### config.mk
export PLATFORM = sky130hd
export DESIGN_NAME = lvt_timer
export DESIGN_NICKNAME = d
export VERILOG_FILES = /design/src/rtl/lvt_pkg.sv /design/src/rtl/lvt_ctl_reg.sv /design/src/rtl/lvt_down_counter.sv /design/src/rtl/lvt_req_gen.sv /design/src/rtl/lvt_timer.sv
export SDC_FILE = /design/constraint.sdc
export NUM_CORES = 1
export LEC_CHECK = 0
export ABC_CLOCK_PERIOD_IN_PS = 6180
export BUFFER_PORTS_ARGS = -buffer_cell sky130_fd_sc_hd__clkbuf_2
export CAP_MARGIN = 20
export CORE_MARGIN = 8
export CORE_UTILIZATION = 55
export CTS_BUF_LIST = sky130_fd_sc_hd__clkbuf_8
export DETAILED_ROUTE_END_ITERATION = 8
export PLACE_DENSITY_LB_ADDON = 0.08
export SLEW_MARGIN = 10
export SYNTH_ARGS = -nofsm -noshare
export SYNTH_HDL_FRONTEND = slang
export SYNTH_SLANG_ARGS = --single-unit
### constraint.sdc
create_clock -name clk -period 6.18 [get_ports clk]
set_input_delay 0.309 -clock clk [delete_from_list [all_inputs] [get_ports clk]]
set_output_delay 0.309 -clock clk [all_outputs]
set_load 0.02 [all_outputs]
### src/rtl/lvt_pkg.sv
package lvt_pkg;

    localparam int unsigned CTL_W = 32;

    // Bits that software may change in the control word.
    localparam logic [CTL_W-1:0] CTL_WMASK = 32'h0003_A7FF;
    // Reset image of the control word: only the mask bit set.
    localparam logic [CTL_W-1:0] CTL_RESET = 32'h0001_0000;

    typedef struct packed {
        logic [13:0] rsv_hi;
        logic        repeat_en;
        logic        masked;
        logic        level;
        logic        rsv_rirr;
        logic        polarity;
        logic        rsv_status;
        logic        rsv_b11;
        logic [2:0]  mode;
        logic [7:0]  vector;
    } ctl_word_t;

    typedef struct packed {
        logic [7:0] vector;
        logic [2:0] mode;
        logic       level;
    } req_t;

    function automatic ctl_word_t ctl_sanitize(input logic [CTL_W-1:0] raw);
        return ctl_word_t'(raw & CTL_WMASK);
    endfunction

    function automatic req_t ctl_to_req(input ctl_word_t c);
        req_t r;
        r.vector = c.vector;
        r.mode   = c.mode;
        r.level  = c.level;
        return r;
    endfunction

endpackage

### src/rtl/lvt_ctl_reg.sv
module lvt_ctl_reg
    import lvt_pkg::*;
(
    input  logic             clk,
    input  logic             rst,
    input  logic             wr,
    input  logic [CTL_W-1:0] wdata,
    output ctl_word_t        ctl
);

    always_ff @(posedge clk) begin
        if (rst) begin
            ctl <= ctl_word_t'(CTL_RESET);
        end else if (wr) begin
            ctl <= ctl_sanitize(wdata);
        end
    end

    // a write lands with only writable bits
    a_r2_write_masked: assert property (@(posedge clk) disable iff (rst)
        wr |=> (ctl == ctl_word_t'($past(wdata) & CTL_WMASK)));

    // fixed-zero bits never set
    a_r2_rsv_zero: assert property (@(posedge clk) disable iff (rst)
        (ctl.rsv_hi == '0) && !ctl.rsv_status && !ctl.rsv_rirr && !ctl.rsv_b11);

endmodule

### src/rtl/lvt_down_counter.sv
module lvt_down_counter #(
    parameter int unsigned CNT_W = 32
) (
    input  logic             clk,
    input  logic             rst,
    input  logic             tick,
    input  logic             load,
    input  logic [CNT_W-1:0] load_val,
    input  logic             repeat_en,
    output logic [CNT_W-1:0] init_val,
    output logic [CNT_W-1:0] count,
    output logic             running,
    output logic             expire
);

    localparam logic [CNT_W-1:0] ONE = CNT_W'(1);

    logic step;

    assign step   = tick && running && !load;
    assign expire = step && (count == ONE);

    always_ff @(posedge clk) begin
        if (rst) begin
            init_val <= '0;
            count    <= '0;
            running  <= 1'b0;
        end else if (load) begin
            init_val <= load_val;
            count    <= load_val;
            running  <= (load_val != '0);
        end else if (expire) begin
            if (repeat_en) begin
                count <= init_val;
            end else begin
                count   <= '0;
                running <= 1'b0;
            end
        end else if (step) begin
            count <= count - ONE;
        end
    end

    // ordinary step lowers count by one
    a_r4_decrement: assert property (@(posedge clk) disable iff (rst)
        (tick && running && !load && count > ONE) |=> (count == $past(count) - ONE));

    // stopped timer holds its count
    a_r4_idle_hold: assert property (@(posedge clk) disable iff (rst)
        (!running && !load) |=> $stable(count) && !running);

    // one-shot expiry halts at zero
    a_r8_oneshot_halt: assert property (@(posedge clk) disable iff (rst)
        (expire && !repeat_en) |=> (!running && count == '0));

    // repeat expiry refills from start value
    a_r7_reload: assert property (@(posedge clk) disable iff (rst)
        (expire && repeat_en) |=> (running && count == $past(init_val)));

    // zero write stops the timer
    a_r3_zero_stop: assert property (@(posedge clk) disable iff (rst)
        (load && load_val == '0) |=> (!running && count == '0));

endmodule

### src/rtl/lvt_req_gen.sv
module lvt_req_gen
    import lvt_pkg::*;
(
    input  logic      clk,
    input  logic      rst,
    input  logic      expire,
    input  ctl_word_t ctl,
    output logic      valid,
    output req_t      req
);

    always_ff @(posedge clk) begin
        if (rst) begin
            valid <= 1'b0;
            req   <= '0;
        end else begin
            valid <= expire && !ctl.masked;
            if (expire && !ctl.masked) begin
                req <= ctl_to_req(ctl);
            end
        end
    end

endmodule

### src/rtl/lvt_timer.sv
module lvt_timer
    import lvt_pkg::*;
#(
    parameter int unsigned CNT_W = 32
) (
    input  logic             clk,
    input  logic             rst,
    input  logic             tick,
    input  logic             ctl_wr,
    input  logic [31:0]      ctl_wdata,
    output logic [31:0]      ctl_rdata,
    input  logic             init_wr,
    input  logic [CNT_W-1:0] init_wdata,
    output logic [CNT_W-1:0] init_rdata,
    output logic [CNT_W-1:0] cur_count,
    output logic             req_valid,
    output logic [7:0]       req_vector,
    output logic [2:0]       req_mode,
    output logic             req_level
);

    ctl_word_t ctl;
    req_t      req;
    logic      running;
    logic      expire;

    lvt_ctl_reg u_ctl (
        .clk   (clk),
        .rst   (rst),
        .wr    (ctl_wr),
        .wdata (ctl_wdata),
        .ctl   (ctl)
    );

    lvt_down_counter #(.CNT_W(CNT_W)) u_cnt (
        .clk       (clk),
        .rst       (rst),
        .tick      (tick),
        .load      (init_wr),
        .load_val  (init_wdata),
        .repeat_en (ctl.repeat_en),
        .init_val  (init_rdata),
        .count     (cur_count),
        .running   (running),
        .expire    (expire)
    );

    lvt_req_gen u_req (
        .clk    (clk),
        .rst    (rst),
        .expire (expire),
        .ctl    (ctl),
        .valid  (req_valid),
        .req    (req)
    );

    assign ctl_rdata  = 32'(ctl);
    assign req_vector = req.vector;
    assign req_mode   = req.mode;
    assign req_level  = req.level;

    // unmasked expiry yields a request built from the pre-write word
    a_r5_unmasked_fires: assert property (@(posedge clk) disable iff (rst)
        (expire && !ctl.masked) |=> (req_valid && req_vector == $past(ctl.vector)
                                     && req_mode == $past(ctl.mode)
                                     && req_level == $past(ctl.level)));

    // masked expiry stays silent
    a_r6_masked_silent: assert property (@(posedge clk) disable iff (rst)
        (expire && ctl.masked) |=> !req_valid);

    // no request without an expiry
    a_r5_no_spurious: assert property (@(posedge clk) disable iff (rst)
        !expire |=> !req_valid);

    // start-value write beats a coincident tick
    a_r9_load_wins: assert property (@(posedge clk) disable iff (rst)
        (init_wr && tick) |=> (cur_count == $past(init_wdata) && !req_valid));

endmodule

## After elaboration in Yosys (flattened, before gate mapping)

Index checks and enable logic that the tools add are counted.

| word-level totals | value |
|---|---|
| register bits | 93 |
| bits of input ports | 69 |
| output and inout bits | 109 |
| word-level logic and storage cells | 33 |

| operators by class | value |
|---|---|
| equal/unequal tests | 2 |
| reduce and logical (&&, ||, !) cells | 10 |
| multiplexer cells | 7 |
| add/sub/neg operators | 1 |

Operators by type and width:

| cell | count |
|---|---|
| $mux W32 | 4 |
| $eq A32 B1 Y1 const B | 1 |
| $reduce_bool A32 Y1 | 1 |
| $sub A32 B1 Y32 const B | 1 |
| $logic_and A1 B1 Y1 | 4 |
| $mux W1 | 3 |
| $reduce_bool A3 Y1 | 1 |
| $logic_not A1 Y1 | 2 |
| $ne A2 B2 Y1 const B | 1 |
| $reduce_and A2 Y1 | 1 |
| $reduce_bool A2 Y1 | 1 |

## Depth between registers and ports, before layout

| depth | value |
|---|---|
| depth in word-level cells | 5 |
| depth in mapped cells | 9 |

## Modules after synthesis

A second synthesis with hierarchy kept.

| unflattened totals | value |
|---|---|
| cells, all modules | 566 |
| area, all modules | 4840.9 µm² |

By module, submodules not included:

| module | area each (µm²) | instances | cells an instance |
|---|---|---|---|
| lvt_down_counter | 3568.4 | 1 | 444 |
| lvt_ctl_reg | 675.6 | 1 | 66 |
| lvt_req_gen | 596.8 | 1 | 56 |

## Worst setup path before layout

Ideal clock, no wire load.

| path | value |
|---|---|
| kind | register to register |
| start point | register u_cnt.count[26] |
| end point | register u_cnt.count[6] |
| cell stages (with the launch flop) | 9 |
| period minus slack after synthesis | 2451 ps |
| path buffers | 2 |
| slack | 3729 ps |
| arrival | 2319 ps |
| cells stage by stage | dfxtp_1 -> or4_4 -> or3_1 -> buf_6 -> o41ai_4 -> buf_6 -> nor2_1 -> a221oi_2 -> o22ai_1 |

| between the ends | value |
|---|---|
| word-level cells in the longest chain between the ends | 4 |

Ends and longest elaborated chain:

| item | RTL line | source |
|---|---|---|
| start, declared | lvt_down_counter.sv:11 | `output logic [CNT_W-1:0] count,` |
| start signal, assigned | lvt_down_counter.sv:30 | `count <= load_val;` |
| start signal, assigned | lvt_down_counter.sv:34 | `count <= init_val;` |
| start signal, assigned | lvt_down_counter.sv:40 | `count <= count - ONE;` |
| $eq A32 B1 Y1 * | lvt_down_counter.sv:21 | `assign expire = step && (count == ONE);` |
| $logic_and A1 B1 Y1 * | lvt_down_counter.sv:21 |  |
| $mux W32 | lvt_down_counter.sv:32 | `end else if (expire) begin` |
| $mux W32 | lvt_down_counter.sv:28 | `end else if (load) begin` |

Every way passes the cells marked *; elsewhere a longest branch is shown, timed or not.
A chain may end at the register's enable or synchronous reset.

## Final worst setup path

| path | value |
|---|---|
| start point | register u_cnt.count[8] |
| end point | register u_cnt.count[13] |

| between the ends | value |
|---|---|
| word-level cells in the longest chain between the ends | 4 |

Ends and longest elaborated chain:

| item | RTL line |
|---|---|
| $sub A32 B1 Y32 / $eq A32 B1 Y1 (equally long branches) | lvt_down_counter.sv:40, lvt_down_counter.sv:21 |
| $mux W32 / $logic_and A1 B1 Y1 (equally long branches) | lvt_down_counter.sv:39, lvt_down_counter.sv:21 |
| $mux W32 | lvt_down_counter.sv:32 |
| $mux W32 | lvt_down_counter.sv:28 |

Parallel ways exist; a longest one is shown, timed or not. The select of a mux whose other input is x is not followed.

==> flow_summary.toml <==
[yosys]
yosys_warnings = 0
synthDominantCellAreaShare_pct = 39.42
ys_types = 62
yosys.area.top_type = "dfxtp_1"
syn_area_um2 = 4723
synth_seq_cells = 93
synth-async-reset-ratio_pct = 0
yosysMostFrequentCell = "dfxtp_1"
synth_flop_cell = "dfxtp_1"
syn_avg_cell_area_um2 = 8.316
synth_cells = 568
synth_edf_count = 0
synth_top_cells_by_area = "dfxtp_1 39%, mux2i_1 8.7%, nor2_1 6.2%"
seq_area_frac_synth_pct = 39.42
synth_common_cells = "93 x dfxtp_1, 78 x nor2_1, 54 x nand2_1"

[layout]
design_area_um2 = 5594
drive_gt1_share_pct = 25.39
multi_input_area_um2 = 2615
regArea_um2 = 1862
n_fill_cell = 760
diodes = 0
syn2layout_area_growth_pct = 18.44
finalNonFillerCells = 805
nets = 764

[place]
gp_congestion = 0.9038
numPortBuffers = 143
place_area_um2 = 5391
hpwl_um = 11010
dp_slack_ns = 3.088
dp_cells = 789

[global_routing]
grt_pass1_wl_um = 23850
grt_max_degree = 86
grt_usage_pct = 25.26
first_global_vias = 4568
globalRouteOverflowTotal = 0
antenna_found_initial = 0

[timing]
relSlewSlack_pct = 35.92
period_share_pct = 49.47
rsz0062_at_grt = "no"
slew_violations = 0
finalSetupTns_ns = 0
final_hold_viol_count = 0
fmaxAchievable_mhz = 327.1
finalCriticalPeriod_ns = 3.057
layout_setup_ws_ns = 3.123
setup_viol = 0
fin_skew_ns = 0.01031
worstMarginPinSlew_ns = 0.9580

[clock_network]
cts_resized = 0
path_clk_slew_ns = 0.09
hold_buffers = 0
htree_levels = 3
root_buffer = "clkbuf_8"
cts_buffer_depth = 2
clock-sinks = 93
cts-buffers-inserted = 9
clkLatencyLatePin_ns = 0.37
post_cts_buffers = 0
cts_tree = "yes"

[detailed_routing]
drt_wl_total_um = 15250
wl_per_cell_um = 18.95
dr_total_vias = 4834
ant_nets = 0
first_iter_violations = 351
drc_errors = 0
dr.pass1.iters = 6
via_per_inst = 6.005

[critical_path]
critPathMaxFanout = 14
worst_ep_required_time_ns = 6.39
critPathCaptureType = "flop"
crit_chain = "nor4_1 > nand2_1 > o41ai_4 > nor3_1 > a221oi_1 > o22ai_1"
critPathMaxStageDelay_ns = 0.99
path_buf_inv = 0
arrival_ns = 3.27
crit_family = "compound AO/OA/AOI/OAI gates"
crit_path_top_delay_cell = "o41ai_4"
crit_type = "flop to flop"
cp-start-kind = "flop"
reg2reg_slack_ns = 3.12

[status]
status = "finished, final reports clean"

[power]
vdd.ir_drop.worst_v = 0.0001747
power_density_nw_per_um2 = 253.0
pwr-share-seq_pct = 47.8
sw_frac_of_total_pct = 34.18
p_clk_share_pct = 29.6
combPwrFrac_pct = 22.6
p_leak_nw = 2.480
internal-power_uw = 931.6
switchingPower_uw = 483.8

[die]
die_area_um2 = 11810
ios = 178
die_height_um = 108.7
core-area_um2 = 8508
rows = 34
start_util_pct = 55.51
die_x_um = 108.7

[job]
cap_viol_max_count = 0

[min_path]
hp-class = "input pin to flop"
placed cells by master, fill, tap and decap left out, types with 3 or more instances in the layout:
cell type / n
clkbuf_2: 144
dfxtp_1: 93
nor2_1: 78
nand2_1: 54
mux2i_1: 41
a21oi_1: 39
o21ai_0: 28
nor3_1: 25
nor4_1: 18
conb_1: 17
nand4_1: 10
clkbuf_8: 9
nand3_1: 8
and2_1: 8
inv_1: 7
or3_1: 7
xor2_1: 7
a31oi_1: 7
a221oi_1: 7
o22ai_1: 7
a311oi_1: 6
o211ai_1: 5
a211oi_1: 5
buf_4: 5
and3_1: 3
nor2b_1: 3
o21a_1: 3
or4_1: 3
a22oi_1: 3
a221oi_2: 3
area by class of cell:
class | instances | share of cell area (%)
Clock inverter | 6 | 1.320
Multi-Input combinational cell | 433 | 46.75
Timing Repair Buffer | 149 | 13.55
Clock buffer | 9 | 2.214
Tap cell | 108 | 2.416
Sequential cell | 93 | 33.28
Inverter | 7 | 0.4697
state kept, by name, summed over array words and instances (netlist names):
register	cells
u_cnt.count	32
u_cnt.init_val	32
u_ctl.ctl	15
u_req.req	12
u_cnt.running	1
u_req.valid	1
worst paths after layout:
path / from / to / cells past startpoint
setup / recovery: u_cnt.count[8]$_SDFFE_PP0P_ / u_cnt.count[13]$_SDFFE_PP0P_ / 6
hold / removal: ctl_wdata[16] / u_ctl.ctl[16]$_SDFFE_PP1P_ / 3
setup reg to reg: u_cnt.count[8]$_SDFFE_PP0P_ / u_cnt.count[13]$_SDFFE_PP0P_ / 6
hold reg to reg: u_req.req[2]$_SDFFE_PP0P_ / u_req.req[2]$_SDFFE_PP0P_ / 2
cells by family (layout without fill, tap and decap cells):
logic type | after synthesis | in the layout | share of synthesized area (%)
other cells | 1 | 17 | 0.07939
simple gates | 232 | 232 | 24.37
flops | 93 | 93 | 39.42
fa+ha+maj | 2 | 2 | 0.5297
xor+xnor | 8 | 8 | 1.484
mux | 41 | 41 | 8.689
compound gates | 133 | 133 | 18.94
buf+inv | 58 | 171 | 6.490
per-layer routing:
layer,global-route usage [%],part of all wire [%]
met5,0,0
met2,39.32,46
met3,5.851,10
met4,8.798,1.6
met1,33.64,42
power by group through the flow:
stage	registers [mW]	clock network (mW)	logic (mW)
floorplan	0.721	0	0.184
global placement	0.687	0	0.311
detailed placement	0.689	0	0.314
CTS	0.675	0.423	0.316
global route	0.682	0.446	0.346
finish	0.676	0.420	0.320
tightest hold or removal path: stages:
cell and delay (ns):
clkbuf_2 0.07, mux2i_1 0.06, nand2_1 0.06
metrics by stage:
stage	hold WS (ns)	util (%)	total power, mW
CTS	0.1672	65.69	1.415
finish	0.1641	65.75	1.415
global placement	0.4426	63.28	0.9980
global route	0.1732	65.75	1.475
detailed placement	0.4468	63.37	1.003
floorplan	0.4380	-	0.9050
Power figures use the tool's default switching activity.
